==> config.mk <==
export PLATFORM = sky130hd
export DESIGN_NAME = sirq_agent
export DESIGN_NICKNAME = d
export VERILOG_FILES = /design/src/rtl/sirq_pkg.sv /design/src/rtl/sirq_pulse_meter.sv /design/src/rtl/sirq_frame_seq.sv /design/src/rtl/sirq_slot_drive.sv /design/src/rtl/sirq_agent.sv
export SDC_FILE = /design/constraint.sdc
export NUM_CORES = 1
export LEC_CHECK = 0
export BUFFER_PORTS_ARGS = -buffer_cell sky130_fd_sc_hd__buf_2
export CORE_MARGIN = 3
export CORE_UTILIZATION = 40
export CTS_CLUSTER_DIAMETER = 60
export DETAILED_ROUTE_END_ITERATION = 16
export SLEW_MARGIN = 20
export SYNTH_ARGS = -nofsm -noshare
export SYNTH_HDL_FRONTEND = slang
export SYNTH_SLANG_ARGS = --single-unit
==> constraint.sdc <==
create_clock -name clk_i -period 4.82 [get_ports clk_i]
set_clock_uncertainty 0.15 [all_clocks]
set_input_delay 0.723 -clock clk_i [delete_from_list [all_inputs] [get_ports clk_i]]
set_output_delay 0.723 -clock clk_i [all_outputs]
set_load 0.1 [all_outputs]
==> src/rtl/sirq_pkg.sv <==
package sirq_pkg;
  typedef enum logic [1:0] {
    PH_SAMP  = 2'd0,
    PH_RECOV = 2'd1,
    PH_TURN  = 2'd2
  } phase_e;

  localparam int unsigned START_MIN = 4;
  localparam int unsigned STOP_QUIET = 2;
  localparam int unsigned STOP_CONT = 3;
endpackage

==> src/rtl/sirq_pulse_meter.sv <==
module sirq_pulse_meter
  import sirq_pkg::*;
#(
  parameter int unsigned CNT_W = 3
) (
  input  logic clk_i,
  input  logic rst_ni,
  input  logic line_i,
  output logic idle_o,
  output logic start_o,
  output logic qstop_o,
  output logic cstop_o
);
  localparam logic [CNT_W-1:0] CNT_MAX = '1;

  logic [CNT_W-1:0] low_q;
  logic             rise;

  always_ff @(posedge clk_i or negedge rst_ni) begin
    if (!rst_ni)               low_q <= '0;
    else if (line_i)           low_q <= '0;
    else if (low_q != CNT_MAX) low_q <= low_q + 1'b1;
  end

  assign rise    = line_i && (low_q != '0);
  assign idle_o  = line_i && (low_q == '0);
  assign start_o = rise && (low_q >= CNT_W'(START_MIN));
  assign qstop_o = rise && (low_q == CNT_W'(STOP_QUIET));
  assign cstop_o = rise && (low_q == CNT_W'(STOP_CONT));

  AST_LOW_COUNTED: assert property (@(posedge clk_i) disable iff (!rst_ni)
    !line_i |=> (low_q != '0));
  AST_ONE_CLASS: assert property (@(posedge clk_i) disable iff (!rst_ni)
    $countones({start_o, qstop_o, cstop_o}) <= 1);
endmodule

==> src/rtl/sirq_frame_seq.sv <==
module sirq_frame_seq
  import sirq_pkg::*;
#(
  parameter int unsigned FW = 6
) (
  input  logic          clk_i,
  input  logic          rst_ni,
  input  logic          start_i,
  input  logic          qstop_i,
  input  logic          cstop_i,
  input  logic [FW-1:0] max_slot_i,
  output logic          active_o,
  output phase_e        phase_o,
  output logic          to_samp_o,
  output logic [FW-1:0] next_frame_o,
  output logic          quiet_o
);
  localparam logic [FW-1:0] FMAX = '1;

  logic          active_q, lead_q, quiet_q, stop_ok;
  phase_e        ph_q;
  logic [FW-1:0] frame_q;

  assign stop_ok      = active_q && (frame_q > max_slot_i) && (qstop_i || cstop_i);
  assign to_samp_o    = active_q && !start_i && !stop_ok && (ph_q == PH_TURN);
  assign next_frame_o = (lead_q || frame_q == FMAX) ? frame_q : frame_q + 1'b1;

  always_ff @(posedge clk_i or negedge rst_ni) begin
    if (!rst_ni) begin
      active_q <= 1'b0;
      lead_q   <= 1'b0;
      quiet_q  <= 1'b0;
      ph_q     <= PH_TURN;
      frame_q  <= '0;
    end else if (start_i) begin
      active_q <= 1'b1;
      lead_q   <= 1'b1;
      ph_q     <= PH_TURN;
      frame_q  <= '0;
    end else if (stop_ok) begin
      active_q <= 1'b0;
      quiet_q  <= qstop_i;
    end else if (active_q) begin
      unique case (ph_q)
        PH_SAMP:  ph_q <= PH_RECOV;
        PH_RECOV: ph_q <= PH_TURN;
        default: begin
          ph_q    <= PH_SAMP;
          lead_q  <= 1'b0;
          frame_q <= next_frame_o;
        end
      endcase
    end
  end

  assign active_o = active_q;
  assign phase_o  = ph_q;
  assign quiet_o  = quiet_q;

  AST_SAMP_TO_RECOV: assert property (@(posedge clk_i) disable iff (!rst_ni)
    (active_q && ph_q == PH_SAMP && !start_i && !stop_ok) |=> (ph_q == PH_RECOV));
  AST_MODE_AT_STOP: assert property (@(posedge clk_i) disable iff (!rst_ni)
    (quiet_q != $past(quiet_q)) |-> $past(active_q));
endmodule

==> src/rtl/sirq_slot_drive.sv <==
module sirq_slot_drive
  import sirq_pkg::*;
#(
  parameter int unsigned N  = 4,
  parameter int unsigned SW = 5,
  parameter int unsigned FW = 6
) (
  input  logic          clk_i,
  input  logic          rst_ni,
  input  logic [N-1:0]  irq_i,
  input  logic [N*SW-1:0] slot_map_i,
  input  logic          start_i,
  input  logic          active_i,
  input  phase_e        phase_i,
  input  logic          to_samp_i,
  input  logic [FW-1:0] next_frame_i,
  output logic [FW-1:0] max_slot_o,
  output logic          drv_oe_o,
  output logic          drv_do_o,
  output logic          change_o
);
  logic [N-1:0] hit, sent_q;
  logic         drv_q;

  for (genvar i = 0; i < N; i++) begin : g_slot
    assign hit[i] = to_samp_i && ({1'b0, slot_map_i[i*SW +: SW]} == next_frame_i);
    always_ff @(posedge clk_i or negedge rst_ni) begin
      if (!rst_ni)     sent_q[i] <= 1'b1;
      else if (hit[i]) sent_q[i] <= irq_i[i];
    end
  end

  always_comb begin
    max_slot_o = '0;
    for (int i = 0; i < N; i++)
      if ({1'b0, slot_map_i[i*SW +: SW]} > max_slot_o) max_slot_o = {1'b0, slot_map_i[i*SW +: SW]};
  end

  always_ff @(posedge clk_i or negedge rst_ni) begin
    if (!rst_ni)        drv_q <= 1'b0;
    else if (start_i)   drv_q <= 1'b0;
    else if (to_samp_i) drv_q <= |(hit & ~irq_i);
  end

  assign drv_oe_o = active_i && drv_q && (phase_i == PH_SAMP || phase_i == PH_RECOV);
  assign drv_do_o = (phase_i == PH_RECOV);
  assign change_o = |(irq_i ^ sent_q);

  AST_LOW_HAS_CAUSE: assert property (@(posedge clk_i) disable iff (!rst_ni)
    (drv_oe_o && phase_i == PH_SAMP) |-> |(~$past(irq_i)));
  AST_RECOV_FOLLOWS: assert property (@(posedge clk_i) disable iff (!rst_ni)
    (drv_oe_o && !drv_do_o && !start_i) |=> (drv_oe_o && drv_do_o));
endmodule

==> src/rtl/sirq_agent.sv <==
module sirq_agent
  import sirq_pkg::*;
#(
  parameter int unsigned NUM_IRQ  = 4,
  parameter int unsigned SLOT_W   = 5,
  parameter int unsigned LOWCNT_W = 3
) (
  input  logic                      clk_i,
  input  logic                      rst_ni,
  input  logic                      bus_i,
  output logic                      bus_oe_o,
  output logic                      bus_do_o,
  input  logic [NUM_IRQ-1:0]        irq_i,
  input  logic [NUM_IRQ*SLOT_W-1:0] slot_map_i
);
  localparam int unsigned FRAME_W = SLOT_W + 1;

  logic               idle, start, qstop, cstop;
  logic               active, to_samp, quiet, change, drv_oe, drv_do, req_q;
  phase_e             phase;
  logic [FRAME_W-1:0] next_frame, max_slot;

  sirq_pulse_meter #(.CNT_W(LOWCNT_W)) u_meter (
    .clk_i, .rst_ni, .line_i(bus_i),
    .idle_o(idle), .start_o(start), .qstop_o(qstop), .cstop_o(cstop)
  );

  sirq_frame_seq #(.FW(FRAME_W)) u_seq (
    .clk_i, .rst_ni, .start_i(start), .qstop_i(qstop), .cstop_i(cstop),
    .max_slot_i(max_slot), .active_o(active), .phase_o(phase),
    .to_samp_o(to_samp), .next_frame_o(next_frame), .quiet_o(quiet)
  );

  sirq_slot_drive #(.N(NUM_IRQ), .SW(SLOT_W), .FW(FRAME_W)) u_drive (
    .clk_i, .rst_ni, .irq_i, .slot_map_i, .start_i(start), .active_i(active),
    .phase_i(phase), .to_samp_i(to_samp), .next_frame_i(next_frame),
    .max_slot_o(max_slot), .drv_oe_o(drv_oe), .drv_do_o(drv_do), .change_o(change)
  );

  // one-clock start request, only on an idle line in quiet mode
  always_ff @(posedge clk_i or negedge rst_ni) begin
    if (!rst_ni)                                req_q <= 1'b0;
    else if (req_q)                             req_q <= 1'b0;
    else if (quiet && !active && idle && change) req_q <= 1'b1;
  end

  assign bus_oe_o = req_q || drv_oe;
  assign bus_do_o = !req_q && drv_do;

  AST_REQ_SINGLE: assert property (@(posedge clk_i) disable iff (!rst_ni)
    req_q |=> !req_q);
  AST_REQ_NOT_ACTIVE: assert property (@(posedge clk_i) disable iff (!rst_ni)
    req_q |-> !active);
  AST_REQ_QUIET_ONLY: assert property (@(posedge clk_i) disable iff (!rst_ni)
    req_q |-> quiet);
  AST_TURN_FREE: assert property (@(posedge clk_i) disable iff (!rst_ni)
    (active && phase == PH_TURN) |-> !bus_oe_o);
endmodule

==> flow_metrics.env, run 1 <==
export IMPL_end_kind="flip-flop"
export IMPL_cts_hold_buffers_added=0
export IMPL_worst_path_max_fanout=4
export IMPL_placementRows=27
export IMPL_muxShareOfSynthArea_pct=8.70
export IMPL_final_util_pct=57.2
export IMPL_seqPwrFrac_pct=23.6
export IMPL_final_antenna_net_count=0
export IMPL_worst_ep_arrival_time_ns=6.09
export IMPL_violations="negative setup slack"
export IMPL_r2r_slack_ns=1.66
export IMPL_drc=0
export IMPL_ios=29
export IMPL_clock_tree_buffer_depth=2
export IMPL_required_ns=4.85
export IMPL_timing_final_crit_period_ns=6.05
export IMPL_total_leakage_power_nw=1.54
export IMPL_final_max_slew_viol_count=0
export IMPL_async_reset_ff_share_pct=100
export IMPL_post_synth_cell_area_avg_sq_um=8.45
export IMPL_maximum_number_of_pins_on_one_net_before_global_route_repair=21
export IMPL_die_w_um=83.5
export IMPL_final_power_mw=1.42
export IMPL_tightestPinTransition_ns=0.569
export IMPL_share_comb_of_total_power_pct=64.6
export IMPL_max_freq_ghz=0.165
export IMPL_post_place_ws_ns=-1.58
export IMPL_hold_violations=0
export IMPL_chipHeight_um=83.5
export IMPL_synth_enable_flop_cells=0
export IMPL_post_synth_num_cell_types=58
export IMPL_synth_seq_cells=20
export IMPL_rsz0062_at_grt="true"
export IMPL_cts_bufs_inserted=3
export IMPL_clk_latency_ns=0.26
export IMPL_floorplan_die_area_sq_um=6970
export IMPL_worstSetupPathType="in2reg"
export IMPL_clkPwrFrac_pct=11.8
export IMPL_cts_root_buf="clkbuf_8"
export IMPL_antenna_found_initial=0
export IMPL_n_antenna_cell=0
export IMPL_grt_util_all_layers_pct=17.6
export IMPL_initial_core_util_pct=42.6
export IMPL_share_of_final_layout_standard_cells_stronger_than_drive_strength_1_pct=37.4
export IMPL_buffers_added_on_ports=28
export IMPL_synth_yosys_seq_area_share_pct=21.1
export IMPL_wire_per_inst_um=14.3
export IMPL_yosys_area_share_xor_xnor_pct=11.4
export IMPL_synthAdderAreaFrac_pct=13.5
export IMPL_slew_limit_headroom_pct=61.9
export IMPL_postLayoutCellArea_sq_um=3230
export IMPL_pwr_density_cell_nw_per_um2=441
export IMPL_internal_dissipation_mw=0.788
export IMPL_setup_total_negative_slack_ns=-17.27
export IMPL_hpwl_um=4700
export IMPL_min_period_over_period_pct=126
export IMPL_power_net_switching_mw=0.636
export IMPL_clkTransAtPathRegs_ns=0.08
export IMPL_max_cap_viol_count=0
export IMPL_syn_instance_count=284
export IMPL_placed_cell_area_sq_um=2900
export IMPL_cts_sinks=20
export IMPL_gpl_final_weighted_congestion=0.909
export IMPL_core_area_sq_um=5640
export IMPL_global_route_overflow_total=0
export IMPL_post_syn_area_sq_um=2400
export IMPL_synth_top_family_by_area="simple AND/OR/NAND/NOR gates"
export IMPL_vdd_drop_max_mv=0.215
export IMPL_area_fraction_in_compound_gates_after_synthesis_pct=17.4
export IMPL_vias_per_cell=5.36
export IMPL_setup_ws_ns=-1.23
export IMPL_first_global_vias=2226
export IMPL_drt_pre_antenna_iters=4
export IMPL_basic_gate_share_of_the_synthesized_area_counting_and_or_nand_and_nor_cells_pct=21.1
export IMPL_grt_pass1_wl_um=10300
export IMPL_detail_route_wirelength_um=6070
export IMPL_tritoncts_clock_tree="yes"
export IMPL_mappedNetlistNets=337
export IMPL_design_final_nets=407
export IMPL_postSynth_topFlopCell="dfrtp_1"
export IMPL_worstSetupStartpointType="input port"
export IMPL_vias_after_detailed_routing=2278
export IMPL_setup_viol=16
export IMPL_flow_area_growth_from_synthesis_pct=34.4
export IMPL_swShare_pct=44.7
export IMPL_cts_h_tree_depth=1
export IMPL_yosys_warnings=0
export IMPL_detailedRoute_firstIterationViolations=137
export IMPL_hold_path_class="in2async"
export IMPL_outcome="complete, but fails checks"
metrics by stage:
| stage | hold WS [ns] | instances |
|---|---|---|
| after global routing | 0.289 | 425 |
| final | 0.248 | 425 |
| after global placement | 0.371 | 411 |
| after CTS | 0.265 | 421 |
| after floorplan | 0.277 | 284 |
| after detailed placement | 0.376 | 411 |
layer usage:
metal / vias to the layer above / global-route usage, % / share of wire [%]
li1: 1155 / - / -
met1: 1058 / 24.0 / 47
met2: 55 / 30.2 / 48
met3: 10 / 2.47 / 3.4
met4: 0 / 2.49 / 1.8
met5: - / 0 / 0
sequential cells by signal, summed over array words and instances (netlist names):
name / cells
u_seq.phase_o: 2
u_seq.quiet_o: 1
u_meter.low_q: 3
u_drive.sent_q: 4
req_q: 1
u_drive.drv_q: 1
u_seq.lead_q: 1
u_seq.frame_q: 6
u_seq.active_o: 1
final cells by class:
| class | count | area, sq um |
|---|---|---|
| fillers | 492 | 2410 |
| multi-input cells | 228 | 1930 |
| repair buffers | 75 | 528 |
| flip-flops and latches | 20 | 507 |
| inverters | 26 | 103 |
| well taps | 72 | 90.1 |
| clock buffers | 3 | 41.3 |
| clock inverters | 1 | 30.0 |
critical path: stages:
cell and delay (ns):
buf_8 0.10, ha_4 0.22, nor2b_4 0.11, o21a_1 0.18
o21a_1 0.17, o21a_1 0.17, or3_4 0.33, and2_4 0.15
ha_4 0.28, nand3_4 0.07, o21a_4 0.22, nor2_4 0.14
mux2i_1 0.25, ha_1 0.27, a21o_1 0.17, a21oi_2 0.14
o21ai_2 0.08, o21ai_2 0.10, inv_2 0.08, a221o_1 0.32
ha_1 0.27, and4b_1 0.19, and3_1 0.16, a31o_1 0.16
o211a_1 0.19, nand3b_1 0.15, or4_4 0.55, a41oi_2 0.13
Yosys cell counts, types with 2 or more instances:
| cell type | count | area (sq um) |
|---|---|---|
| a21oi_1 | 13 | 65.1 |
| inv_1 | 26 | 97.6 |
| buf_6 | 3 | 33.8 |
| nor2b_1 | 5 | 31.3 |
| a221o_1 | 2 | 20.0 |
| mux2_2 | 4 | 45.0 |
| or3_1 | 4 | 25.0 |
| clkbuf_1 | 2 | 7.51 |
| ha_1 | 26 | 325 |
| o21ai_0 | 7 | 35.0 |
| o31a_1 | 2 | 17.5 |
| nor3_1 | 3 | 15.0 |
| xor2_1 | 14 | 123 |
| nor2_1 | 28 | 105 |
| or4_1 | 2 | 15.0 |
| nor4_1 | 2 | 12.5 |
| o22ai_1 | 2 | 12.5 |
| buf_2 | 4 | 20.0 |
| nand4_1 | 2 | 12.5 |
| mux2_1 | 3 | 33.8 |
| a22o_1 | 2 | 17.5 |
| and2_1 | 4 | 25.0 |
| dfstp_2 | 5 | 131 |
| o211ai_1 | 4 | 30.0 |
| nand2_1 | 20 | 75.1 |
| and4b_1 | 2 | 20.0 |
| dfrtp_1 | 15 | 375 |
| o31ai_1 | 3 | 22.5 |
| and3_1 | 3 | 18.8 |
| xnor2_1 | 14 | 123 |
| nand3_1 | 9 | 45.0 |
| o21a_1 | 5 | 37.5 |
| nand2b_1 | 4 | 25.0 |
| o211a_1 | 2 | 20.0 |
| mux2i_1 | 13 | 130 |
| a21o_1 | 3 | 22.5 |
final timing paths:
kind,start,endpoint,cells past startpoint
max,slot_map_i[6],u_drive.drv_q,28
min reg2reg,u_seq.phase_o[1],u_seq.phase_o[1],2
min in group clk_i,u_seq.phase_o[1],u_seq.phase_o[1],2
max reg2reg,u_seq.frame_q[0],u_drive.drv_q,8
min,rst_ni,u_seq.frame_q[4],1
max in group asynchronous,rst_ni,u_drive.sent_q[1],1
power groups by stage:
stage	Clock [mW]	Combinational [mW]	Sequential (mW)
floorplan	0	0.662	0.274
global placement	0	0.787	0.334
detailed placement	0	0.797	0.334
CTS	0.171	0.853	0.333
global route	0.176	1.02	0.350
finish	0.168	0.919	0.336
logic make-up (layout without fill, tap and decap cells):
group | count (synthesis) | after routing
XOR/XNOR | 29 | 29
multiplexers | 20 | 20
AO/OA/AOI/OAI | 57 | 57
AND/OR/NAND/NOR | 96 | 96
flip-flops | 20 | 20
adder cells (fa/ha/maj) | 26 | 26
buffers and inverters | 36 | 105
repair_timing:
action / CTS / global route
setup endpoints to repair: 16 / 16
resized for setup: 25 / 20
pin swaps: 15 / 7
setup buffers: 6 / 4
gates cloned: 0 / 0
placed cells by master, fill, tap and decap left out, types with 3 or more instances in the layout:
cell type / synthesis / final
or3_1: 4 / 3
dfstp_2: 5 / 5
nor3_1: 3 / 3
nand2_2: 0 / 4
mux2_2: 4 / 3
ha_1: 26 / 24
o21a_1: 5 / 4
a21oi_1: 13 / 12
buf_2: 4 / 26
buf_4: 0 / 44
o211ai_1: 4 / 4
inv_1: 26 / 24
nor2_1: 28 / 23
mux2i_1: 13 / 11
nand3_1: 9 / 6
nor2_2: 0 / 3
nand2_1: 20 / 15
buf_8: 0 / 3
clkbuf_8: 0 / 3
and3_1: 3 / 3
xor2_1: 14 / 14
o31ai_1: 3 / 3
a21o_1: 3 / 3
nor2b_1: 5 / 4
nand2b_1: 4 / 3
o21ai_2: 0 / 3
dfrtp_1: 15 / 15
and2_1: 4 / 3
xnor2_1: 14 / 13
Power figures use the tool's default switching activity.
==> run 2, diff against run 1 <==
--- a/config.mk
+++ b/config.mk
@@ -12,2 +12,3 @@
 export DETAILED_ROUTE_END_ITERATION = 16
+export REMOVE_ABC_BUFFERS = 1
 export SLEW_MARGIN = 20
==> constraint.sdc (replaced) <==
create_clock -name clk_i -period 4.82 [get_ports clk_i]
set_clock_uncertainty 0.15 [all_clocks]
set_input_delay 0.482 -clock clk_i [delete_from_list [all_inputs] [get_ports clk_i]]
set_output_delay 0.482 -clock clk_i [all_outputs]
set_load 0.1 [all_outputs]
==> run 2 against run 1 <==
  * First-iteration DRC count down 18%
  * Largest cell class unchanged
  * Largest power group unchanged
  * The flow still finishes with violations (negative setup slack)
  * Total power up 0.23%
  * Routed wire length up 1.6%
  * Critical path depth unchanged
  * Via count down 0.61%
==> flow_metrics.env, run 2 (synthesized netlist as in run 1, its figures left out) <==
export IMPL_most_common_layout_cells="buf_4, buf_2, inv_1"
export IMPL_die_w_um=83.5
export IMPL_design_final_nets=398
export IMPL_worst_r2r_startpoint="u_seq.frame_q[0]"
export IMPL_vdd_drop_max_mv=0.504
export IMPL_wire_per_inst_um=14.8
export IMPL_worstSetupPathType="in2reg"
export IMPL_end_kind="flip-flop"
export IMPL_maximum_number_of_pins_on_one_net_before_global_route_repair=21
export IMPL_top_signal_layer_used="met4"
export IMPL_grt_pass1_wl_um=9970
export IMPL_layout_cells_most_common="buf_4"
export IMPL_n_antenna_cell=0
export IMPL_max_freq_ghz=0.170
export IMPL_regMostFlops="u_seq.frame_q"
export IMPL_chipHeight_um=83.5
export IMPL_buffers_added_on_ports=28
export IMPL_cts_sinks=20
export IMPL_vias_per_cell=5.44
export IMPL_slew_limit_headroom_pct=60.5
export IMPL_cts_h_tree_depth=1
export IMPL_hold_path_class="in2async"
export IMPL_clk_latency_ns=0.26
export IMPL_setup_viol=16
export IMPL_tightestPinTransition_ns=0.591
export IMPL_timing_final_crit_period_ns=5.88
export IMPL_cts_bufs_inserted=3
export IMPL_met3RoutedLength_um=273
export IMPL_final_util_pct=56.5
export IMPL_gpl_final_weighted_congestion=0.833
export IMPL_floorplan_die_area_sq_um=6970
export IMPL_cts_root_buf="clkbuf_8"
export IMPL_placed_cell_area_sq_um=2810
export IMPL_met2WireLength_um=2910
export IMPL_final_max_slew_viol_count=0
export IMPL_worstSetupStartpoint="slot_map_i[6]"
export IMPL_hpwl_um=4740
export IMPL_cts_hold_buffers_added=0
export IMPL_drt_pre_antenna_iters=4
export IMPL_rsz0062_at_grt="true"
export IMPL_reg2reg_depth=8
export IMPL_pwr_density_cell_nw_per_um2=447
export IMPL_worst_path_max_fanout=4
export IMPL_flow_area_growth_from_synthesis_pct=32.8
export IMPL_global_route_overflow_total=0
export IMPL_required_ns=4.84
export IMPL_postLayoutCellArea_sq_um=3190
export IMPL_min_period_over_period_pct=122
export IMPL_first_global_vias=2136
export IMPL_violations="negative setup slack"
export IMPL_antenna_found_initial=0
export IMPL_registers_with_the_most_flip_flops="u_seq.frame_q: 6 flops, u_drive.sent_q: 4 flops, u_meter.low_q: 3 flops"
export IMPL_flip_flop_count_of_the_largest_register_all_copies_and_words_added=6
export IMPL_detail_route_wirelength_um=6170
export IMPL_grt_util_all_layers_pct=17.1
export IMPL_vias_after_detailed_routing=2264
export IMPL_worstSetupStartpointType="input port"
export IMPL_worst_ep_arrival_time_ns=5.91
export IMPL_final_antenna_net_count=0
export IMPL_clock_tree_buffer_depth=2
export IMPL_max_cap_viol_count=0
export IMPL_post_place_ws_ns=-1.62
export IMPL_detailedRoute_firstIterationViolations=112
export IMPL_drc=0
export IMPL_tritoncts_clock_tree="yes"
export IMPL_final_power_mw=1.43
export IMPL_core_area_sq_um=5640
export IMPL_placementRows=27
export IMPL_ios=29
export IMPL_sum_of_routed_wire_segments_on_met1_um=2900
export IMPL_total_leakage_power_nw=1.47
export IMPL_worst_hold_slack_ns=0.0122
export IMPL_initial_core_util_pct=42.6
export IMPL_hold_violations=0
export IMPL_setup_ws_ns=-1.06
export IMPL_share_of_final_layout_standard_cells_stronger_than_drive_strength_1_pct=37.5
export IMPL_outcome="complete, but fails checks"
export IMPL_clkTransAtPathRegs_ns=0.08
export IMPL_n_fill_cell=526
## run 2: cell types whose count changed in the layout (fill, tap and decap cells not counted), moves of 2 or more
cell     change
o21ai_1      +2
a21oi_2      +2
ha_4         +2
buf_6        +4
mux2i_2      +2
mux2i_1      -3
mux2_4       +2
a21oi_1      -2
ha_1         -2
buf_4       -10
buf_8        -3
## run 2: through the flow
stage / TNS (ns) / instances
finish: -12.61 / 416
global route: -17.38 / 416
CTS: -14.39 / 416
detailed placement: -22.58 / 406
global placement: -20.07 / 406
floorplan: -18.07 / 274
## run 2: timing repair
action / CTS / global route
setup endpoints to repair: 16 / 16
resized for setup: 29 / 33
buffers inserted: 6 / 1
pin swaps: 24 / 24
## run 2: area by class of cell
cell class / instances / area (sq um) / share of cell area, %
Clock inverter: 1 / 30.0 / 0.942
Clock buffer: 3 / 41.3 / 1.29
Timing Repair Buffer: 66 / 453 / 14.2
Sequential cell: 20 / 507 / 15.9
Tap cell: 72 / 90.1 / 2.82
Inverter: 26 / 100 / 3.14
Multi-Input combinational cell: 228 / 1970 / 61.7
## run 2: path summary, 6_finish.rpt
kind | endpoint | slack [ns]
max in group asynchronous | u_drive.sent_q[3] | 4.15
max reg2reg | u_drive.drv_q | 1.60
min reg2reg | u_seq.phase_o[1] | 0.38
max | u_drive.drv_q | -1.06
min in group clk_i | u_meter.low_q[2] | 0.33
min | u_seq.frame_q[5] | 0.01
## run 2: critical path, cell delays in order
cell	delay (ns)
buf_6	0.10
ha_4	0.23
nor2b_4	0.12
o21a_1	0.18
o21a_1	0.16
o21a_1	0.17
or3_4	0.33
and2_4	0.15
ha_4	0.27
nand3_2	0.06
o21a_1	0.23
nor2_2	0.18
mux2i_1	0.21
ha_1	0.27
a21o_1	0.18
a21oi_2	0.14
o21ai_2	0.08
o21ai_2	0.10
inv_2	0.08
a221o_1	0.36
ha_1	0.30
nor2b_1	0.14
o21ai_1	0.16
a31o_4	0.20
o211a_4	0.17
nand3b_1	0.14
or4_4	0.55
a41oi_2	0.18
## run 2: report_power, final
part           switching, mW  total, mW  internal (mW)
clock                 0.0565      0.167          0.111
combinational          0.483      0.916          0.433
sequential             0.109      0.344          0.235
## run 2: routing by layer
metal / vias to the layer above / global-route usage (%)
li1: 1136 / -
met1: 1064 / 23.1
met2: 58 / 29.4
met3: 6 / 2.47
met4: 0 / 2.78
met5: - / 0
